`config.mk`:
```
export PLATFORM = sky130hd
export DESIGN_NAME = scp_ctl_port
export DESIGN_NICKNAME = d
export VERILOG_FILES = /design/src/rtl/scp_ctl_port_pkg.sv /design/src/rtl/scp_edge_sync.sv /design/src/rtl/scp_frame_rx.sv /design/src/rtl/scp_readout.sv /design/src/rtl/scp_timebase.sv /design/src/rtl/scp_ctl_port.sv
export SDC_FILE = /design/constraint.sdc
export NUM_CORES = 1
export LEC_CHECK = 0
export BUFFER_PORTS_ARGS = -buffer_cell sky130_fd_sc_hd__buf_2
export CAP_MARGIN = 20
export CELL_PAD_IN_SITES_DETAIL_PLACEMENT = 1
export CELL_PAD_IN_SITES_GLOBAL_PLACEMENT = 1
export CORE_ASPECT_RATIO = 0.7
export CORE_MARGIN = 8
export CORE_UTILIZATION = 51
export DETAILED_ROUTE_END_ITERATION = 10
export PLACE_DENSITY_LB_ADDON = 0.25
export SYNTH_ARGS = -nofsm -noshare
export SYNTH_HDL_FRONTEND = slang
export SYNTH_SLANG_ARGS = --single-unit
```
`constraint.sdc`:
```
create_clock -name clk -period 3.6 [get_ports clk]
set_input_delay 0.36 -clock clk [delete_from_list [all_inputs] [get_ports clk]]
set_output_delay 0.36 -clock clk [all_outputs]
set_load 0.005 [all_outputs]
```
`src/rtl/scp_ctl_port_pkg.sv`:
```
package scp_ctl_port_pkg;
  typedef enum logic [2:0] {
    PH_IDLE,
    PH_ADDR,
    PH_WR_A,
    PH_WR_B,
    PH_RD,
    PH_SKIP
  } phase_e;
endpackage

```
`src/rtl/scp_edge_sync.sv`:
```
module scp_edge_sync #(
  parameter int WIDTH  = 3,
  parameter int STAGES = 2
) (
  input  logic             clk,
  input  logic             rst_n,
  input  logic [WIDTH-1:0] d,
  output logic [WIDTH-1:0] level,
  output logic [WIDTH-1:0] rise,
  output logic [WIDTH-1:0] fall
);
  logic [WIDTH-1:0] stg [STAGES];
  logic [WIDTH-1:0] prev;

  always_ff @(posedge clk or negedge rst_n) begin
    if (!rst_n) begin
      for (int i = 0; i < STAGES; i++) stg[i] <= '0;
      prev <= '0;
    end else begin
      stg[0] <= d;
      for (int i = 1; i < STAGES; i++) stg[i] <= stg[i-1];
      prev <= stg[STAGES-1];
    end
  end

  assign level = stg[STAGES-1];
  assign rise  = stg[STAGES-1] & ~prev;
  assign fall  = ~stg[STAGES-1] & prev;
endmodule

```
`src/rtl/scp_frame_rx.sv`:
```
module scp_frame_rx
  import scp_ctl_port_pkg::*;
#(
  parameter int          WORD_W  = 16,
  parameter int          RD_W    = 24,
  parameter logic [7:0]  ADDR_A  = 8'h28,
  parameter logic [7:0]  ADDR_B  = 8'h29,
  parameter logic [7:0]  ADDR_RD = 8'h2A
) (
  input  logic              clk,
  input  logic              rst_n,
  input  logic              ce_lvl,
  input  logic              ce_rise,
  input  logic              ce_fall,
  input  logic              sclk_rise,
  input  logic              din,
  output logic [WORD_W-1:0] word,
  output logic              commit_a,
  output logic              commit_b,
  output logic              rd_start,
  output logic              rd_done,
  output logic              xfer_done
);
  localparam int MAXB = (WORD_W > RD_W) ? WORD_W : RD_W;
  localparam int BC_W = $clog2(MAXB + 1);
  localparam logic [BC_W-1:0] WORD_FULL = BC_W'(WORD_W);
  localparam logic [BC_W-1:0] RD_FULL   = BC_W'(RD_W);

  phase_e            phase;
  logic [7:0]        addr_sr, addr_nx;
  logic [2:0]        acnt;
  logic [BC_W-1:0]   bcnt;
  logic [WORD_W-1:0] sr;
  phase_e            dec_ph;

  assign addr_nx = {din, addr_sr[7:1]};

  always_comb begin
    if      (addr_nx == ADDR_A)  dec_ph = PH_WR_A;
    else if (addr_nx == ADDR_B)  dec_ph = PH_WR_B;
    else if (addr_nx == ADDR_RD) dec_ph = PH_RD;
    else                         dec_ph = PH_SKIP;
  end

  always_ff @(posedge clk or negedge rst_n) begin
    if (!rst_n) begin
      phase     <= PH_IDLE;
      addr_sr   <= '0;
      acnt      <= '0;
      bcnt      <= '0;
      sr        <= '0;
      commit_a  <= 1'b0;
      commit_b  <= 1'b0;
      rd_start  <= 1'b0;
      rd_done   <= 1'b0;
      xfer_done <= 1'b0;
    end else begin
      commit_a  <= 1'b0;
      commit_b  <= 1'b0;
      rd_start  <= 1'b0;
      rd_done   <= 1'b0;
      xfer_done <= 1'b0;
      if (ce_rise) begin
        phase <= PH_ADDR;
        acnt  <= '0;
        bcnt  <= '0;
      end else if (ce_fall) begin
        case (phase)
          PH_WR_A: if (bcnt == WORD_FULL) begin
            commit_a  <= 1'b1;
            xfer_done <= 1'b1;
          end
          PH_WR_B: if (bcnt == WORD_FULL) begin
            commit_b  <= 1'b1;
            xfer_done <= 1'b1;
          end
          PH_RD: if (bcnt == RD_FULL) begin
            rd_done   <= 1'b1;
            xfer_done <= 1'b1;
          end
          default: ;
        endcase
        phase <= PH_IDLE;
      end else if (sclk_rise && ce_lvl) begin
        case (phase)
          PH_ADDR: begin
            addr_sr <= addr_nx;
            acnt    <= acnt + 3'd1;
            if (acnt == 3'd7) begin
              phase    <= dec_ph;
              rd_start <= (dec_ph == PH_RD);
            end
          end
          PH_WR_A, PH_WR_B: if (bcnt < WORD_FULL) begin
            sr   <= {din, sr[WORD_W-1:1]};
            bcnt <= bcnt + 1'b1;
          end
          PH_RD: if (bcnt < RD_FULL) bcnt <= bcnt + 1'b1;
          default: ;
        endcase
      end
    end
  end

  assign word = sr;
endmodule

```
`src/rtl/scp_readout.sv`:
```
module scp_readout #(
  parameter int CNT_W = 20,
  parameter int RD_W  = 24
) (
  input  logic             clk,
  input  logic             rst_n,
  input  logic             rd_start,
  input  logic             ce_fall,
  input  logic             sclk_fall,
  input  logic             xfer_done,
  input  logic             unlock_evt,
  input  logic [CNT_W-1:0] count_val,
  input  logic             count_done,
  input  logic [2:0]       dout_sel,
  output logic             unlock_flag,
  output logic             dout_low
);
  localparam int PAD = RD_W - CNT_W - 1;

  logic [RD_W-1:0] tx_sr;
  logic            tx_bit;
  logic            active;
  logic [RD_W-1:0] snap;

  assign snap = {{PAD{1'b0}}, unlock_flag, count_val};

  always_ff @(posedge clk or negedge rst_n) begin
    if (!rst_n) begin
      unlock_flag <= 1'b0;
    end else if (unlock_evt) begin
      unlock_flag <= 1'b1;
    end else if (xfer_done) begin
      unlock_flag <= 1'b0;
    end
  end

  always_ff @(posedge clk or negedge rst_n) begin
    if (!rst_n) begin
      tx_sr  <= '1;
      tx_bit <= 1'b1;
      active <= 1'b0;
    end else if (rd_start) begin
      tx_sr  <= snap;
      tx_bit <= 1'b1;
      active <= 1'b1;
    end else if (ce_fall) begin
      tx_bit <= 1'b1;
      active <= 1'b0;
    end else if (active && sclk_fall) begin
      tx_bit <= tx_sr[0];
      tx_sr  <= {1'b1, tx_sr[RD_W-1:1]};
    end
  end

  always_comb begin
    if (active) begin
      dout_low = ~tx_bit;
    end else begin
      case (dout_sel)
        3'd1:    dout_low = unlock_flag;
        3'd2:    dout_low = count_done;
        default: dout_low = 1'b0;
      endcase
    end
  end
endmodule

```
`src/rtl/scp_timebase.sv`:
```
module scp_timebase #(
  parameter int PERIOD = 1250000
) (
  input  logic clk,
  input  logic rst_n,
  input  logic en,
  output logic wave
);
  localparam int CW = $clog2(PERIOD);
  localparam logic [CW-1:0] LAST   = CW'(PERIOD - 1);
  localparam logic [CW-1:0] HIGH_N = CW'((PERIOD * 2) / 5);

  logic [CW-1:0] cnt;

  always_ff @(posedge clk or negedge rst_n) begin
    if (!rst_n)          cnt <= '0;
    else if (!en)        cnt <= '0;
    else if (cnt == LAST) cnt <= '0;
    else                 cnt <= cnt + 1'b1;
  end

  assign wave = en && (cnt < HIGH_N);
endmodule

```
`src/rtl/scp_ctl_port.sv`:
```
module scp_ctl_port #(
  parameter int         NPORT       = 4,
  parameter int         CNT_W       = 20,
  parameter int         WORD_W      = 16,
  parameter int         RD_W        = 24,
  parameter logic [7:0] ADDR_A      = 8'h28,
  parameter logic [7:0] ADDR_B      = 8'h29,
  parameter logic [7:0] ADDR_RD     = 8'h2A,
  parameter int         TB_PERIOD   = 1250000,
  parameter int         SYNC_STAGES = 2
) (
  input  logic              clk,
  input  logic              rst_n,
  input  logic              ser_ce,
  input  logic              ser_clk,
  input  logic              ser_din,
  output logic              dout_low,
  input  logic [CNT_W-1:0]  count_val,
  input  logic              count_done,
  input  logic              unlock_evt,
  output logic [WORD_W-1:0] divisor,
  output logic [NPORT-1:0]  port_low,
  output logic [1:0]        gate_sel,
  output logic              cnt_en,
  output logic              rd_ack
);
  localparam int F_TB   = NPORT;
  localparam int F_SEL  = NPORT + 1;
  localparam int F_GATE = NPORT + 4;
  localparam int F_CEN  = NPORT + 6;
  localparam int F_END  = NPORT + 7;

  logic [2:0] lvl, rise, fall;
  logic       ce_lvl;
  logic [WORD_W-1:0] wr_word;
  logic commit_a, commit_b, rd_start, xfer_done;
  logic unlock_flag;
  logic tb_wave;

  logic [NPORT-1:0] port_q;
  logic             tb_en_q;
  logic [2:0]       sel_q;

  logic unused_sig;
  assign unused_sig = ^{wr_word[WORD_W-1:F_END], rise[0], rise[2], fall[2], fall[1] & 1'b0};

  scp_edge_sync #(.WIDTH(3), .STAGES(SYNC_STAGES)) u_sync (
    .clk   (clk),
    .rst_n (rst_n),
    .d     ({ser_din, ser_clk, ser_ce}),
    .level (lvl),
    .rise  (rise),
    .fall  (fall)
  );

  assign ce_lvl = lvl[0];

  scp_frame_rx #(
    .WORD_W(WORD_W), .RD_W(RD_W),
    .ADDR_A(ADDR_A), .ADDR_B(ADDR_B), .ADDR_RD(ADDR_RD)
  ) u_rx (
    .clk       (clk),
    .rst_n     (rst_n),
    .ce_lvl    (ce_lvl),
    .ce_rise   (rise[0]),
    .ce_fall   (fall[0]),
    .sclk_rise (rise[1]),
    .din       (lvl[2]),
    .word      (wr_word),
    .commit_a  (commit_a),
    .commit_b  (commit_b),
    .rd_start  (rd_start),
    .rd_done   (rd_ack),
    .xfer_done (xfer_done)
  );

  scp_readout #(.CNT_W(CNT_W), .RD_W(RD_W)) u_ro (
    .clk         (clk),
    .rst_n       (rst_n),
    .rd_start    (rd_start),
    .ce_fall     (fall[0]),
    .sclk_fall   (fall[1]),
    .xfer_done   (xfer_done),
    .unlock_evt  (unlock_evt),
    .count_val   (count_val),
    .count_done  (count_done),
    .dout_sel    (sel_q),
    .unlock_flag (unlock_flag),
    .dout_low    (dout_low)
  );

  scp_timebase #(.PERIOD(TB_PERIOD)) u_tb (
    .clk   (clk),
    .rst_n (rst_n),
    .en    (tb_en_q),
    .wave  (tb_wave)
  );

  always_ff @(posedge clk or negedge rst_n) begin
    if (!rst_n) begin
      divisor  <= '0;
      port_q   <= '0;
      tb_en_q  <= 1'b0;
      sel_q    <= '0;
      gate_sel <= '0;
      cnt_en   <= 1'b0;
    end else begin
      if (commit_a) divisor <= wr_word;
      if (commit_b) begin
        port_q   <= wr_word[NPORT-1:0];
        tb_en_q  <= wr_word[F_TB];
        sel_q    <= wr_word[F_SEL +: 3];
        gate_sel <= wr_word[F_GATE +: 2];
        cnt_en   <= wr_word[F_CEN];
      end
    end
  end

  for (genvar gi = 0; gi < NPORT; gi++) begin : g_port
    if (gi == 0) begin : g_tb
      assign port_low[gi] = tb_en_q ? ~tb_wave : port_q[gi];
    end else begin : g_plain
      assign port_low[gi] = port_q[gi];
    end
  end
endmodule

```
Word level (Yosys, flattened, before mapping)

Index checks and enable logic that the tools add are counted.

$add $sub $neg: 3
Order comparisons: 3
Equal/unequal tests: 18
Multiplexer cells: 52
Bitwise logic cells: 8
Reduce and logical (&&, ||, !) cells: 20

Operators with widths:

| cell                                                                   | count |
|---|---|
| 24-bit two-way mux                                                     | 3 |
| 21-bit two-way mux                                                     | 2 |
| 3-bit two-way mux                                                      | 11 |
| 1-bit two-way mux                                                      | 28 |
| 5-bit two-way mux                                                      | 5 |
| 8-bit by 6-bit equality test with 1-bit output, second input constant  | 3 |
| 21-bit by 1-bit adder with 21-bit output, second input constant        | 1 |
| 21-bit equality test, second input constant                            | 1 |
| 21-bit by 19-bit < comparator with 1-bit output, second input constant | 1 |
| 3-bit nonzero test                                                     | 5 |
| 5-bit equality test, second input constant                             | 2 |
| 5-bit < comparator, second input constant                              | 2 |
| 5-bit one-hot mux with 2 select lines                                  | 1 |
| 5-bit AND reduction                                                    | 2 |
| 2-bit nonzero test                                                     | 5 |
| 3-bit by 2-bit equality test with 1-bit output, second input constant  | 3 |
| 3-bit equality test, second input constant                             | 3 |
| 3-bit by 1-bit equality test with 1-bit output, second input constant  | 2 |
| 3-bit AND reduction                                                    | 2 |
| 5-bit by 1-bit adder with 5-bit output, second input constant          | 1 |
| 2-bit bitwise AND                                                      | 2 |
| 1-bit inverter                                                         | 4 |
| 2-bit inverter                                                         | 2 |
| 1-bit one-hot mux with 2 select lines                                  | 2 |
| 9 further kinds                                                        | 11 |

Register bits after elaboration: 123
Bits of input ports: 27
Output and inout port bits: 25
Logic and storage cells: 128

Longest topological paths before layout

Depth in word-level cells: 10
Gate-level depth with buffers: 6

Hierarchy

From an unflattened synthesis, not the netlist that was laid out.

Cells, all modules: 466
Area total of the unflattened synthesis: 5763.0 µm²

By module, submodules not included:

| module        | instances | cells an instance | area an instance (µm²) | seq. area each (µm²) |
|---|---|---|---|---|
| scp_frame_rx  | 1         | 127               | 1760.4                 | 975.9 |
| scp_readout   | 1         | 146               | 1482.7                 | 706.9 |
| scp_timebase  | 1         | 112               | 1129.8                 | 525.5 |
| scp_ctl_port  | 1         | 63                | 1089.8                 | 675.6 |
| scp_edge_sync | 1         | 18                | 300.3                  | 225.2 |

Worst setup path after synthesis

Ideal clock, no wire load.

Path type: reg-to-reg
Start point: reg u_tb.cnt[0]
End point: reg u_tb.cnt[18]
Data arrival time: 1.880 ns
Setup slack: 1.642 ns
Cell stages (with the launch flop): 7
Path buffers: 1
Path through: dfrtp_1 > ha_1 > nand3_1 > or4_1 > clkbuf_1 > or4_1 > a21oi_1

Word-level cells in the longest chain between the ends: 3
Elaborated cells between the ends (all ways): 4
Classes of those cells: add/sub: 1; eq/ne: 1; mux: 2

Ends and longest elaborated chain:

| item                                                                                    | RTL line                               | text |
|---|---|---|
| from (decl)                                                                             | scp_timebase.sv:13                     | `logic [CW-1:0] cnt;` |
| from (signal assigned)                                                                  | scp_timebase.sv:19                     | `else cnt <= cnt + 1'b1;` |
| 21-bit by 1-bit adder with 21-bit output / 21-bit equality test (equally long branches) | scp_timebase.sv:19, scp_timebase.sv:18 |  |
| 21-bit two-way mux *                                                                    | scp_timebase.sv:18                     | `else if (cnt == LAST) cnt <= '0;` |
| 21-bit two-way mux *                                                                    | scp_timebase.sv:17                     | `else if (!en) cnt <= '0;` |

Every way passes the cells marked *; elsewhere a longest branch is shown, timed or not.
A chain may end at the register's enable or synchronous reset.

Worst setup path after layout

Start point: reg u_tb.cnt[15]
End point: reg u_tb.cnt[3]

Word-level cells in the longest chain between the ends: 3

Ends and longest elaborated chain:

| item                 | RTL line |
|---|---|
| 21-bit equality test | scp_timebase.sv:18 |
| 21-bit two-way mux   | scp_timebase.sv:18 |
| 21-bit two-way mux   | scp_timebase.sv:17 |

Every way passes these cells.

==> implementation parameters <==
Parameter                              Value

Run status
  Run status    finished with violations
  Violations in the final reports    negative hold slack

Final layout
  Non-filler instance count after layout    646
  Non-Filler Cell Area, Final    ~6400 um2
  Area added between synthesis and finish    18.38%
  Nets    roughly 540
  Inserted Diodes    0
  Fraction of layout instances using a drive strength above 1    32.68%

Timing
  Final worst path period share    approximately 70%
  Setup clock skew after layout    0.007145 ns
  Shortest period the worst path allows    approximately 2.5 ns
  Count of endpoints failing hold in the final timing report    7
  Total Negative Setup Slacks    0 ns
  Maximum frequency from static timing analysis    approximately 400 MHz
  Min Hold Slack    -0.01052 ns
  Headroom to the max-slew limit    a little under two fifths
  Unrepaired setup endpoints after global routing    false
  Transition at the pin with the smallest max-transition slack    ~0.93 ns
  Number of setup violations in the final report    0
  Number of max-slew violations in the final report    0

Placement
  HPWL after detailed placement    about 8300 um
  Total instance count after detailed placement    615
  Placed Instance Area    5729 um2
  Port Buffers    51
  GP Congestion    slightly above 0.8

Pwr
  Switching power    between 0.7 and 0.8 mW
  Part of the total power dissipated in sequential elements    around 43%
  Final Total Pwr    around 3.3 mW
  IR Drop Worst-Case VDD    approximately 400 uV
  PwrDens    523.8 nW/um2
  Cell internal power dissipation    2.613 mW
  Combinational Power Share    3.5%
  Leakage power figure    around 2.8 nW
  Clock Power Share    between 50% and 60%
  Proportion of total power due to net switching    a little over a fifth

Route
  Remaining antenna violation count    0
  Post-detailed-route via-to-cell ratio    5.768
  Mean routed wirelength per cell    around 20 um
  Count of routing violations after the opening detailed-route iteration    a little under 200
  DRC violation count after routing    0
  First-pass DRT Iterations    4
  Final wirelength    between 10000 and 15000 um
  Vias    between 3000 and 4000

Logic synthesis
  XOR/XNOR Fraction of Synth Area    under 10%
  Distinct cell type count after synthesis    53
  Cell area after synthesis    approximately 5400 um2
  Main combinational cell family by area after synthesis    multiplexers
  Number of flip-flops and latches in the synthesized netlist    122
  Top FF cell, synth    dfrtp_1
  Multiplexer fraction of the synthesized cell area    between 15 and 20%
  Post-synthesis adder-cell area fraction    ~1.6%
  Yosys warning total    0
  Sequential element share of the synthesized area    a little under three fifths
  Fraction of registers with async set/reset    100.0%
  Simple-gate area share of the yosys netlist    around an eighth
  Number of standard cells after synthesis    about 450
  Number of enable-type register cells in the synthesized netlist    0
  Synthesized net count    approximately 480
  Synthesized area divided by synthesized cell count    roughly 12 um2
  Synth Area in Compound Gates    about 7.4%

Die
  Die area    14110 um2
  Initial cell density of the core    between 50 and 60%
  FP Rows    31
  Area of the core    10280 um2
  Number of top-level pins    52
  Die height    between 100 and 150 um
  Chip width    around 140 um

Critical path
  Standard cell with the maximum stage delay on the critical path    o41ai_2
  Worst Path Arrival    around 2.8 ns
  Worst setup EP type    flop
  Crit-path cells    nor4b_1, nand4_1, o41ai_2, buf_4, nor2_1
  Kind of launch point of the worst setup path    flop
  Delay contributed by the slowest stage of the critical path    0.89 ns
  Data required, critical path    about 3.9 ns
  Crit-path max FO    13
  Critical Setup Path Class    flop to flop

CTS
  TritonCTS clock tree    yes
  CTS H-Tree Depth    4
  CTS clock-pin slew for the worst setup and hold paths    0.06 ns
  Clock tree root buffer cell    clkbuf_16
  Clk buf depth    2
  Quantity of hold-fixing buffers added after cts    0
  Cts repair resizes    0
  Post-CTS Setup Bufs    0
  Clock latency on the worst-skew pair    0.41 ns
  Sinks on Clock Net    122
  Inserted Clock Buffers    17

Global routing
  Total global routing track utilization    roughly a fifth
  First-pass GRT wire length    roughly 22000 um
  GR Overflow Total    0
  Via count of the first global-routing pass    slightly above 4000
  Number of antenna violations at the first check in global routing    0
  Pin count of the biggest net entering global routing    73

Min path
  Path category of the worst min-delay check    primary input to async pin

Run
  Max-cap viol count    0
-- worst max-delay path: cells and delay by family, from the launching register on --
family | cells | cell delay (ns)
flops | 1 | 0.44
simple gates | 3 | 0.72
compound gates | 1 | 0.89
buf+inv | 1 | 0.34
-- per-stage QoR --
step                      setup WS (ns)  utilization [%]
after global routing             0.9356            61.79
after CTS                         1.074            61.79
after floorplan                   1.642                -
after detailed placement          1.218            55.74
final                             1.090            61.79
after global placement            1.324            55.74
-- power by group through the flow --
stage / clock [mW] / combinational [mW] / sequential (mW)
6_report: 1.78 / 0.115 / 1.44
5_1_grt: 1.86 / 0.132 / 1.44
4_1_cts: 1.80 / 0.118 / 1.43
3_5_place_dp: 0 / 0.116 / 1.46
3_3_place_gp: 0 / 0.109 / 1.45
2_1_floorplan: 0 / 0.0571 / 1.45
-- placed cells by master (no fill, tap or decap), types with 7 or more instances in the layout --
| cell type | n |
|---|---|
| a21oi_1 | 11 |
| buf_2 | 50 |
| clkbuf_16 | 17 |
| dfrtp_1 | 97 |
| dfstp_2 | 25 |
| ha_1 | 7 |
| inv_1 | 12 |
| mux2_2 | 40 |
| mux2_4 | 10 |
| mux2i_1 | 25 |
| nand2_1 | 44 |
| nand3_1 | 8 |
| nor2_1 | 23 |
| o21ai_0 | 36 |
-- synthesized netlist by cell type (4+ instances only) --
library cell,n,share of area (%)
a21oi_1,11,1.0
and3_1,4,0.47
clkbuf_1,13,0.91
dfrtp_1,97,45
dfstp_2,25,12
ha_1,7,1.6
inv_1,12,0.84
mux2_2,40,8.4
mux2_4,10,2.8
mux2i_1,25,4.7
nand2_1,44,3.1
nand3_1,8,0.75
nand3b_1,4,0.56
nand4_1,6,0.70
nor2_1,24,1.7
nor3_1,6,0.56
nor4_1,4,0.47
o21ai_0,36,3.4
or3_1,6,0.70
or4_1,6,0.84
xnor2_1,6,0.98
xor2_1,4,0.65
-- cells by family (layout without fill, tap and decap cells) --
logic type,Yosys count,after routing
buffers and inverters,33,98
DFF,122,122
and+or+nand+nor,135,135
AOI/OAI and AO/OA,67,67
muxes,75,75
adders and majority gates,7,7
xor gates and xnor gates,10,10
-- registers in the layout, indices dropped and copies added (netlist names), 3 cells and up --
signal / count
u_tb.cnt: 21
u_sync.stg: 3
sel_q: 3
u_rx.acnt: 3
port_q: 4
u_ro.tx_sr: 24
u_rx.word: 16
u_rx.bcnt: 5
u_sync.level: 3
u_rx.addr_sr: 7
u_rx.phase: 3
divisor: 16
-- path summary, 6_finish.rpt --
path / from / to / slack, ns / cells past startpoint
max reg2reg: u_tb.cnt[15] / u_tb.cnt[3] / 1.09 / 5
max in group asynchronous: rst_n / u_ro.tx_sr[17] / 2.76 / 2
max: u_tb.cnt[15] / u_tb.cnt[3] / 1.09 / 5
min in group clk: ser_din / u_sync.stg[5] / 0.06 / 1
min reg2reg: u_sync.stg[5] / u_sync.level[2] / 0.36 / 0
min: rst_n / u_rx.acnt[0] / -0.01 / 1
-- area by class of cell --
cell class,count,area [um2]
clock buffers,21,480.5
clock inverters,10,141.4
fillers,1033,3928
inverters,12,45.04
multi-input cells,294,2135
flip-flops and latches,122,3084
well taps,132,165.2
repair buffers,55,300.3
-- layer usage --
| metal | GRT usage [%] | vias up | wire [um] |
|---|---|---|---|
| met5 | 0 | - | 0 |
| met4 | 7.571 | 0 | 226 |
| met3 | 5.060 | 18 | 478 |
| met2 | 32.85 | 75 | 6513 |
| met1 | 23.42 | 1917 | 5903 |
| li1 | - | 1716 | - |
Power figures use the tool's default switching activity.
